<file path="src/rtl/pwr_mode_pkg.sv">
package pwr_mode_pkg;

  localparam int PM_MODE_W = 3;

  typedef enum logic [PM_MODE_W-1:0] {
    PM_NORMAL = 3'd0,
    PM_SLOW   = 3'd1,
    PM_SLEEP0 = 3'd2,
    PM_SLEEP1 = 3'd3,
    PM_IDLE0  = 3'd4,
    PM_IDLE1  = 3'd5
  } pm_mode_e;

  typedef struct packed {
    logic sys;
    logic periph;
    logic wdt;
  } pm_gate_t;

  function automatic logic pm_is_active(pm_mode_e m);
    return (m == PM_NORMAL) || (m == PM_SLOW);
  endfunction

  function automatic pm_gate_t pm_gates(pm_mode_e m);
    pm_gate_t g;
    case (m)
      PM_SLEEP0: g = '{sys: 1'b0, periph: 1'b0, wdt: 1'b0};
      PM_SLEEP1: g = '{sys: 1'b0, periph: 1'b0, wdt: 1'b1};
      PM_IDLE0:  g = '{sys: 1'b0, periph: 1'b1, wdt: 1'b1};
      default:   g = '{sys: 1'b1, periph: 1'b1, wdt: 1'b1};
    endcase
    return g;
  endfunction

  function automatic pm_mode_e pm_halt_target(logic idle_en, logic sysclk_on,
                                              logic wdt_en, logic lvd_en);
    if (idle_en)
      return sysclk_on ? PM_IDLE1 : PM_IDLE0;
    return (wdt_en || lvd_en) ? PM_SLEEP1 : PM_SLEEP0;
  endfunction

endpackage

</file>
<file path="src/rtl/pmc_clk_decode.sv">
module pmc_clk_decode #(
  parameter int CKS_W    = 3,
  parameter int SLOW_MAX = 1
) (
  input  logic             hlclk_i,
  input  logic [CKS_W-1:0] cks_i,
  output logic             want_fast_o
);
  localparam logic [CKS_W-1:0] SLOW_LIMIT = SLOW_MAX[CKS_W-1:0];

  function automatic logic fast_request(logic hl, logic [CKS_W-1:0] sel);
    return hl || (sel > SLOW_LIMIT);
  endfunction

  assign want_fast_o = fast_request(hlclk_i, cks_i);
endmodule

</file>
<file path="src/rtl/pmc_halt_select.sv">
module pmc_halt_select
  import pwr_mode_pkg::*;
(
  input  logic     idle_en_i,
  input  logic     sysclk_on_i,
  input  logic     wdt_en_i,
  input  logic     lvd_en_i,
  output pm_mode_e target_o
);
  assign target_o = pm_halt_target(idle_en_i, sysclk_on_i, wdt_en_i, lvd_en_i);
endmodule

</file>
<file path="src/rtl/pmc_mode_fsm.sv">
module pmc_mode_fsm
  import pwr_mode_pkg::*;
(
  input  logic     clk,
  input  logic     rst_n,
  input  logic     halt_i,
  input  logic     wake_i,
  input  logic     want_fast_i,
  input  logic     hosc_ready_i,
  input  pm_mode_e target_i,
  output pm_mode_e mode_o,
  output logic     ret_fast_o,
  output logic     enter_sleep0_o
);
  pm_mode_e mode_q, mode_d;
  logic     ret_q, ret_d;
  logic     active;

  assign active = pm_is_active(mode_q);

  always_comb begin
    mode_d = mode_q;
    ret_d  = ret_q;
    if (active) begin
      if (halt_i) begin
        ret_d  = (mode_q == PM_NORMAL);
        mode_d = target_i;
      end else if (mode_q == PM_NORMAL && !want_fast_i) begin
        mode_d = PM_SLOW;
      end else if (mode_q == PM_SLOW && want_fast_i && hosc_ready_i) begin
        mode_d = PM_NORMAL;
      end
    end else if (wake_i) begin
      mode_d = (ret_q && hosc_ready_i) ? PM_NORMAL : PM_SLOW;
    end
  end

  always_ff @(posedge clk or negedge rst_n) begin
    if (!rst_n) begin
      mode_q <= PM_NORMAL;
      ret_q  <= 1'b1;
    end else begin
      mode_q <= mode_d;
      ret_q  <= ret_d;
    end
  end

  assign mode_o         = mode_q;
  assign ret_fast_o     = ret_q;
  assign enter_sleep0_o = active && halt_i && (target_i == PM_SLEEP0);
endmodule

</file>
<file path="src/rtl/pmc_status.sv">
module pmc_status (
  input  logic clk,
  input  logic rst_n,
  input  logic enter_sleep0_i,
  input  logic wdt_to_i,
  output logic pdf_o,
  output logic to_o,
  output logic wdt_clr_o
);
  always_ff @(posedge clk or negedge rst_n) begin
    if (!rst_n) begin
      pdf_o     <= 1'b0;
      to_o      <= 1'b0;
      wdt_clr_o <= 1'b0;
    end else begin
      wdt_clr_o <= enter_sleep0_i;
      if (enter_sleep0_i) begin
        pdf_o <= 1'b1;
        to_o  <= 1'b0;
      end else if (wdt_to_i) begin
        to_o  <= 1'b1;
      end
    end
  end
endmodule

</file>
<file path="src/rtl/pwr_mode_ctrl.sv">
module pwr_mode_ctrl
  import pwr_mode_pkg::*;
#(
  parameter int CKS_W    = 3,
  parameter int SLOW_MAX = 1
) (
  input  logic             clk,
  input  logic             rst_n,
  input  logic             hlclk_i,
  input  logic [CKS_W-1:0] cks_i,
  input  logic             idle_en_i,
  input  logic             sysclk_on_i,
  input  logic             wdt_en_i,
  input  logic             lvd_en_i,
  input  logic             halt_i,
  input  logic             hosc_ready_i,
  input  logic             wake_i,
  input  logic             wdt_to_i,
  output logic [2:0]       mode_o,
  output logic             sys_clk_en_o,
  output logic             periph_clk_en_o,
  output logic             wdt_clk_en_o,
  output logic             hs_clk_sel_o,
  output logic             wdt_clr_o,
  output logic             pdf_o,
  output logic             to_o
);
  logic     want_fast;
  pm_mode_e halt_target;
  pm_mode_e mode;
  logic     ret_fast;
  logic     enter_sleep0;
  pm_gate_t gates;

  pmc_clk_decode #(.CKS_W(CKS_W), .SLOW_MAX(SLOW_MAX)) u_dec (
    .hlclk_i     (hlclk_i),
    .cks_i       (cks_i),
    .want_fast_o (want_fast)
  );

  pmc_halt_select u_sel (
    .idle_en_i   (idle_en_i),
    .sysclk_on_i (sysclk_on_i),
    .wdt_en_i    (wdt_en_i),
    .lvd_en_i    (lvd_en_i),
    .target_o    (halt_target)
  );

  pmc_mode_fsm u_fsm (
    .clk            (clk),
    .rst_n          (rst_n),
    .halt_i         (halt_i),
    .wake_i         (wake_i),
    .want_fast_i    (want_fast),
    .hosc_ready_i   (hosc_ready_i),
    .target_i       (halt_target),
    .mode_o         (mode),
    .ret_fast_o     (ret_fast),
    .enter_sleep0_o (enter_sleep0)
  );

  pmc_status u_stat (
    .clk            (clk),
    .rst_n          (rst_n),
    .enter_sleep0_i (enter_sleep0),
    .wdt_to_i       (wdt_to_i),
    .pdf_o          (pdf_o),
    .to_o           (to_o),
    .wdt_clr_o      (wdt_clr_o)
  );

  assign gates           = pm_gates(mode);
  assign mode_o          = mode;
  assign sys_clk_en_o    = gates.sys;
  assign periph_clk_en_o = gates.periph;
  assign wdt_clk_en_o    = gates.wdt;
  assign hs_clk_sel_o    = (mode == PM_NORMAL) || (mode == PM_IDLE1 && ret_fast);
endmodule

</file>
<file path="config.mk">
export PLATFORM = sky130hd
export DESIGN_NAME = pwr_mode_ctrl
export DESIGN_NICKNAME = d
export VERILOG_FILES = /design/src/rtl/pwr_mode_pkg.sv /design/src/rtl/pmc_clk_decode.sv /design/src/rtl/pmc_halt_select.sv /design/src/rtl/pmc_mode_fsm.sv /design/src/rtl/pmc_status.sv /design/src/rtl/pwr_mode_ctrl.sv
export SDC_FILE = /design/constraint.sdc
export NUM_CORES = 1
export LEC_CHECK = 0
export CAP_MARGIN = 20
export CORE_AREA = 2 2 39 41
export CTS_CLUSTER_DIAMETER = 80
export CTS_CLUSTER_SIZE = 16
export DETAILED_ROUTE_END_ITERATION = 6
export DIE_AREA = 0 0 41 43
export DONT_BUFFER_PORTS = 1
export GPL_ROUTABILITY_DRIVEN = 0
export MAX_ROUTING_LAYER = met4
export PLACE_DENSITY = 0.41
export SKIP_LAST_GASP = 1
export SYNTH_ARGS = -nofsm -noshare
export SYNTH_HDL_FRONTEND = slang
export SYNTH_SLANG_ARGS = --single-unit
</file>
<file path="constraint.sdc">
create_clock -name clk -period 1.53 [get_ports clk]
set_input_delay 0.306 -clock clk [delete_from_list [all_inputs] [get_ports clk]]
set_output_delay 0.306 -clock clk [all_outputs]
set_load 0.02 [all_outputs]
</file>
==> impl_metrics.ini, run 1 <==
[timing]
setup_viol = 1
fmax_ghz = 0.653
tns_ps = -1.75
setup_ws_ps = -1.75
fin_skew_ps = 2.41
rsz0062_at_grt = true
post-route-min-period_ps = 1530
timing.final.hold_violations = 0
final_max_slew_viol_count = 0
relSlewSlack_pct = 78.7
fin_crit_sh_pct = 100
worstMarginPinSlew_ps = 319

[logic_synthesis]
syn-num-nets = 50
synthMuxAreaShare_pct = 0
ys.flop_type = dfrtp_1
synth_top_family_by_area = simple AND/OR/NAND/NOR gates
synth_cells = 36
yosysSeqAreaShare_pct = 49.5
synth-xor-area-share_pct = 0
synth.avg_cell_area_um2 = 9.91
synth_compound_area_share_pct = 21.1
yosysWarnings = 0
async_flop_share_pct = 100
yosys_register_bits = 7
synthAdderAreaFrac_pct = 0
netlist.area_leader.share_pct = 42.1
synth_area_um2 = 357
synth_edf_count = 0
synth_top_cell_by_area = dfrtp_1
yosys.area_share.simple_pct = 26.3
synth.distinct_cells = 21
ys_top_cells_by_area = dfrtp_1 42%, dfstp_2 7.4%, nand2b_1 5.3%
yosysMostFrequentCell = dfrtp_1
synth_common_cells = 6 x dfrtp_1, 3 x inv_1, 3 x nand2b_1

[hold_path]
hold_depth = 1
hold_path.class = in -> reg

[clocking]
clk_path_buf_depth = 2
clk-insertion-delay-late_ps = 250
clkSinkCount = 7
clk_pin_slew_worst_paths_ps = 50
cts_made_buffers = 3
cts_tree = built
cts_root_buf = clkbuf_4
cts-htree-levels = 1

[cells_and_area]
num_antenna_cells = 0
design_area_um2 = 512
area_growth_pct = 43.5
nNetsFinal = 66
fin_util_pct = 37.0
drive_gt1_share_pct = 39.2

[critical_path]
max_stage_delay_ps = 420
path_buf_inv = 1
cp-end-kind = output pin
crit_chain = or2b_1 -> a21boi_2 -> buf_6
cp.arrival_ps = 1230
cp.depth = 3
startpoint_type = flip-flop
cp_max_fo = 5
crit_family = flip-flops
crit_required_ps = 1220
crit_path_top_delay_cell = dfrtp_1
r2r_cells = 4
critPathKind = reg -> out

[flow_run]
cap_violations = 0

[placement]
dpl_cell_area_um2 = 422
dp_slack_ps = 117
numPortBuffers = 0

[power]
power.density_nw_per_um2 = 1400
p_leak_nw = 0.226
ir_drop_mv = 0.468

[route]
ant_nets = 0
drc = 0
drt-pass1-iter-count = 3
routed_wirelength_um = 896
vias = 333
dr.first_iter.drc_count = 3
route.detailed.wl_per_inst_um = 13.4
vias_per_cell = 4.97

[global_route]
grt_pass1_vias = 328
grt_usage_pct = 11.9
grt_first_pass_wirelength_um = 1330
antenna_found_initial = 0
grt_overflow = 0
grt_max_degree = 8

[floorplan]
core_um2 = 1380
die_area_um2 = 1760
die_y_um = 43
die_w_um = 41
initial_core_util_pct = 25.8
rows = 14
io_pins = 24

[status]
status = complete, but fails checks
violations = setup timing
sequential cells by signal, summed over array words and instances, names as in the netlist:
register	cells
u_stat.to_o	1
u_stat.wdt_clr_o	1
u_stat.pdf_o	1
u_fsm.mode_o	3
u_fsm.ret_fast_o	1
final timing paths:
check | start | end | slack, ps
max | u_fsm.mode_o[2] | sys_clk_en_o | -2
min | wdt_to_i | u_stat.to_o | 190
max reg2reg | u_fsm.mode_o[1] | u_stat.to_o | 10
min reg2reg | u_fsm.ret_fast_o | u_fsm.ret_fast_o | 510
max in group asynchronous | rst_n | u_fsm.ret_fast_o | 860
min in group asynchronous | rst_n | u_fsm.mode_o[1] | 390
routing by layer:
| metal | vias to the layer above | global-route usage, % | part of all wire [%] |
|---|---|---|---|
| li1 | 157 | - | - |
| met1 | 163 | 12.9 | 36 |
| met2 | 11 | 17.8 | 56 |
| met3 | 2 | 3.66 | 7.1 |
| met4 | 0 | 8.00 | 0.56 |
| met5 | - | - | 0 |
stage by stage:
step | hold WS [ps] | instances | power, W
floorplan | 10.4 | 36 | 0.000412
global placement | 10.6 | 58 | 0.000490
detailed placement | 10.5 | 58 | 0.000493
CTS | 180 | 66 | 0.000709
global route | 180 | 67 | 0.000756
finish | 189 | 67 | 0.000715
power breakdown:
part	internal, W	switching [W]	total, W
Sequential	0.000229	0.0000381	0.000267
Combinational	0.000140	0.000143	0.000283
Clock	0.0000994	0.0000653	0.000165
Total	0.000468	0.000247	0.000715
layout by cell type, fill, tap and decap left out:
cell,n
a21boi_2,1
a21oi_1,1
a21oi_2,1
a32o_1,1
buf_4,7
buf_6,3
clkbuf_1,1
clkbuf_4,3
dfrtp_1,6
dfstp_2,1
dlygate4sd3_1,1
inv_1,3
nand2b_1,3
nand3_1,2
nor2_1,2
nor2b_1,1
nor3_1,1
o21a_1,1
o21ai_0,2
o22ai_1,1
o2bb2ai_1,1
o31ai_1,2
or2_4,3
or2b_1,1
or3_1,1
or4_4,1
what timing repair did:
item,CTS,global route
pin swaps,0,1
gates resized for setup,5,2
hold buffers,1,0
hold endpoints to repair,7,0
cloned,0,0
setup buffers,3,1
setup endpoints to repair,3,5
area by class of cell:
type                       count  area, um^2
clock buffer                   4        26.3
fill                         141         872
inverter                       3        11.3
multi-input combinational     26         181
sequential                     7         176
tap                           16        20.0
timing repair buffer          11        96.3
logic make-up after synthesis:
group,Yosys count
DFF,7
buffers and inverters,3
AOI/OAI and AO/OA,11
and+or+nand+nor,15
worst reg2reg max path, stage by stage, from the launching register on:
cell and delay (ps):
dfrtp_1 390, buf_6 120, or2_4 250, or4_4 530
o21a_1 120
No activity file was read; power rests on OpenSTA's default activity.
==> run 2: changes to the inputs <==
TNS_END_PERCENT = 5   (was default)
==> impl_metrics.ini, run 2 (same netlist as run 1, synthesis figures left out) <==
[global_route]
grt_max_degree = 8
antenna_found_initial = 0
grt_first_pass_wirelength_um = 1300
grt_pass1_vias = 320
grt_overflow = 0
grt_usage_pct = 11.5

[cells_and_area]
nNetsFinal = 64
final_cell_mix = 7 x buf_4, 6 x dfrtp_1
final_common_cell = buf_4
largest_reg_flops = 3
fill_cells = 139
area_growth_pct = 37.2
num_antenna_cells = 0
drive_gt1_share_pct = 36.7

[clocking]
cts-htree-levels = 1
clkSinkCount = 7
clk_path_buf_depth = 2
cts_made_buffers = 3
cts_tree = built
clk-insertion-delay-late_ps = 250
clk_pin_slew_worst_paths_ps = 50
cts_root_buf = clkbuf_4

[power]
share_comb_of_total_power_pct = 38.0
p_clk_share_pct = 23.7
p_switching_w = 0.000239
power_frac_seq_pct = 38.3
power.density_nw_per_um2 = 1420
power_w = 0.000693
p_sw_share_pct = 34.4
p_leak_nw = 0.214
ir_drop_mv = 0.474
p_int_w = 0.000454

[timing]
fmax_ghz = 0.655
setup_ws_ps = 2.99
final_max_slew_viol_count = 0
relSlewSlack_pct = 79.0
timing.hold.ws_ps = 189
post-route-min-period_ps = 1530
timing.final.hold_violations = 0
worstMarginPinSlew_ps = 314
fin_skew_ps = 2.40
setup_viol = 0
fin_crit_sh_pct = 99.8
rsz0062_at_grt = true
tns_ps = 0

[floorplan]
io_pins = 24
die_w_um = 41
initial_core_util_pct = 25.8
rows = 14
die_area_um2 = 1760
core_um2 = 1380
die_y_um = 43

[placement]
dp_slack_ps = 117
numPortBuffers = 0

[route]
vias = 330
ant_nets = 0
routed_wirelength_um = 829
drt-pass1-iter-count = 3
dr.first_iter.drc_count = 4
vias_per_cell = 5.08
drc = 0
route.detailed.wl_per_inst_um = 12.8

[hold_path]
hold_path_startpoint = wdt_to_i
hold_path.class = in -> reg

[critical_path]
cp_max_fo = 5
crit_path_start = u_fsm.mode_o[2]
worstReg2RegStart = u_fsm.mode_o[1]
cp-end-kind = output pin
crit_required_ps = 1220
startpoint_type = flip-flop
critPathKind = reg -> out
cp.arrival_ps = 1220

[flow_run]
cap_violations = 0

[status]
status = finished, final reports clean
## run 2: cell type report
cell class | instances | area (um^2) | area share [%]
tap | 16 | 20.0 | 4.09
inverter | 3 | 11.3 | 2.30
sequential | 7 | 176 | 36.1
multi-input combinational | 26 | 181 | 37.1
clock buffer | 4 | 26.3 | 5.37
timing repair buffer | 9 | 73.8 | 15.1
## run 2: per-stage QoR
step                      std cells  util (%)  area, um^2
final                            65      35.4         489
after global routing             65      35.4         489
after CTS                        65      34.4         475
after detailed placement         58      30.5         422
after global placement           58      30.5         422
after floorplan                  36         -         357
## run 2: path summary, 6_finish.rpt
path                       slack [ps]  cells after the start               end
setup / recovery                    3                      3      sys_clk_en_o
hold / removal                    190                      1       u_stat.to_o
setup reg to reg                   20                      4       u_stat.to_o
min in group asynchronous         380                      1   u_fsm.mode_o[1]
hold reg to reg                   510                      2  u_fsm.ret_fast_o
max in group asynchronous         860                      1  u_fsm.ret_fast_o
## run 2: critical path: stages (launching register included)
cell and delay, ps:
dfrtp_1 420, or2b_1 260, a21boi_2 170, buf_6 130
## run 2: per-layer routing
| layer | share of wire (%) | global-route usage [%] | vias to the layer above |
|---|---|---|---|
| met2 | 54 | 17.2 | 11 |
| met5 | 0 | - | - |
| met3 | 7.7 | 3.66 | 2 |
| met1 | 37 | 12.2 | 162 |
| met4 | 0.60 | 8.00 | 0 |
| li1 | - | - | 155 |
## run 2: repair_timing
item / 4_1_cts / 5_1_grt
setup endpoints to repair: 3 / 4
resized for setup: 1 / 4
setup buffers: 2 / 0
hold buffers: 1 / 0
endpoints found under the hold margin: 7 / 0
## run 2: power groups by stage
stage	clock (W)	sequential (W)	combinational, W
2_1_floorplan	0	0.000294	0.000118
3_3_place_gp	0	0.000270	0.000219
3_5_place_dp	0	0.000270	0.000223
4_1_cts	0.000172	0.000264	0.000247
5_1_grt	0.000183	0.000271	0.000282
6_report	0.000164	0.000265	0.000263
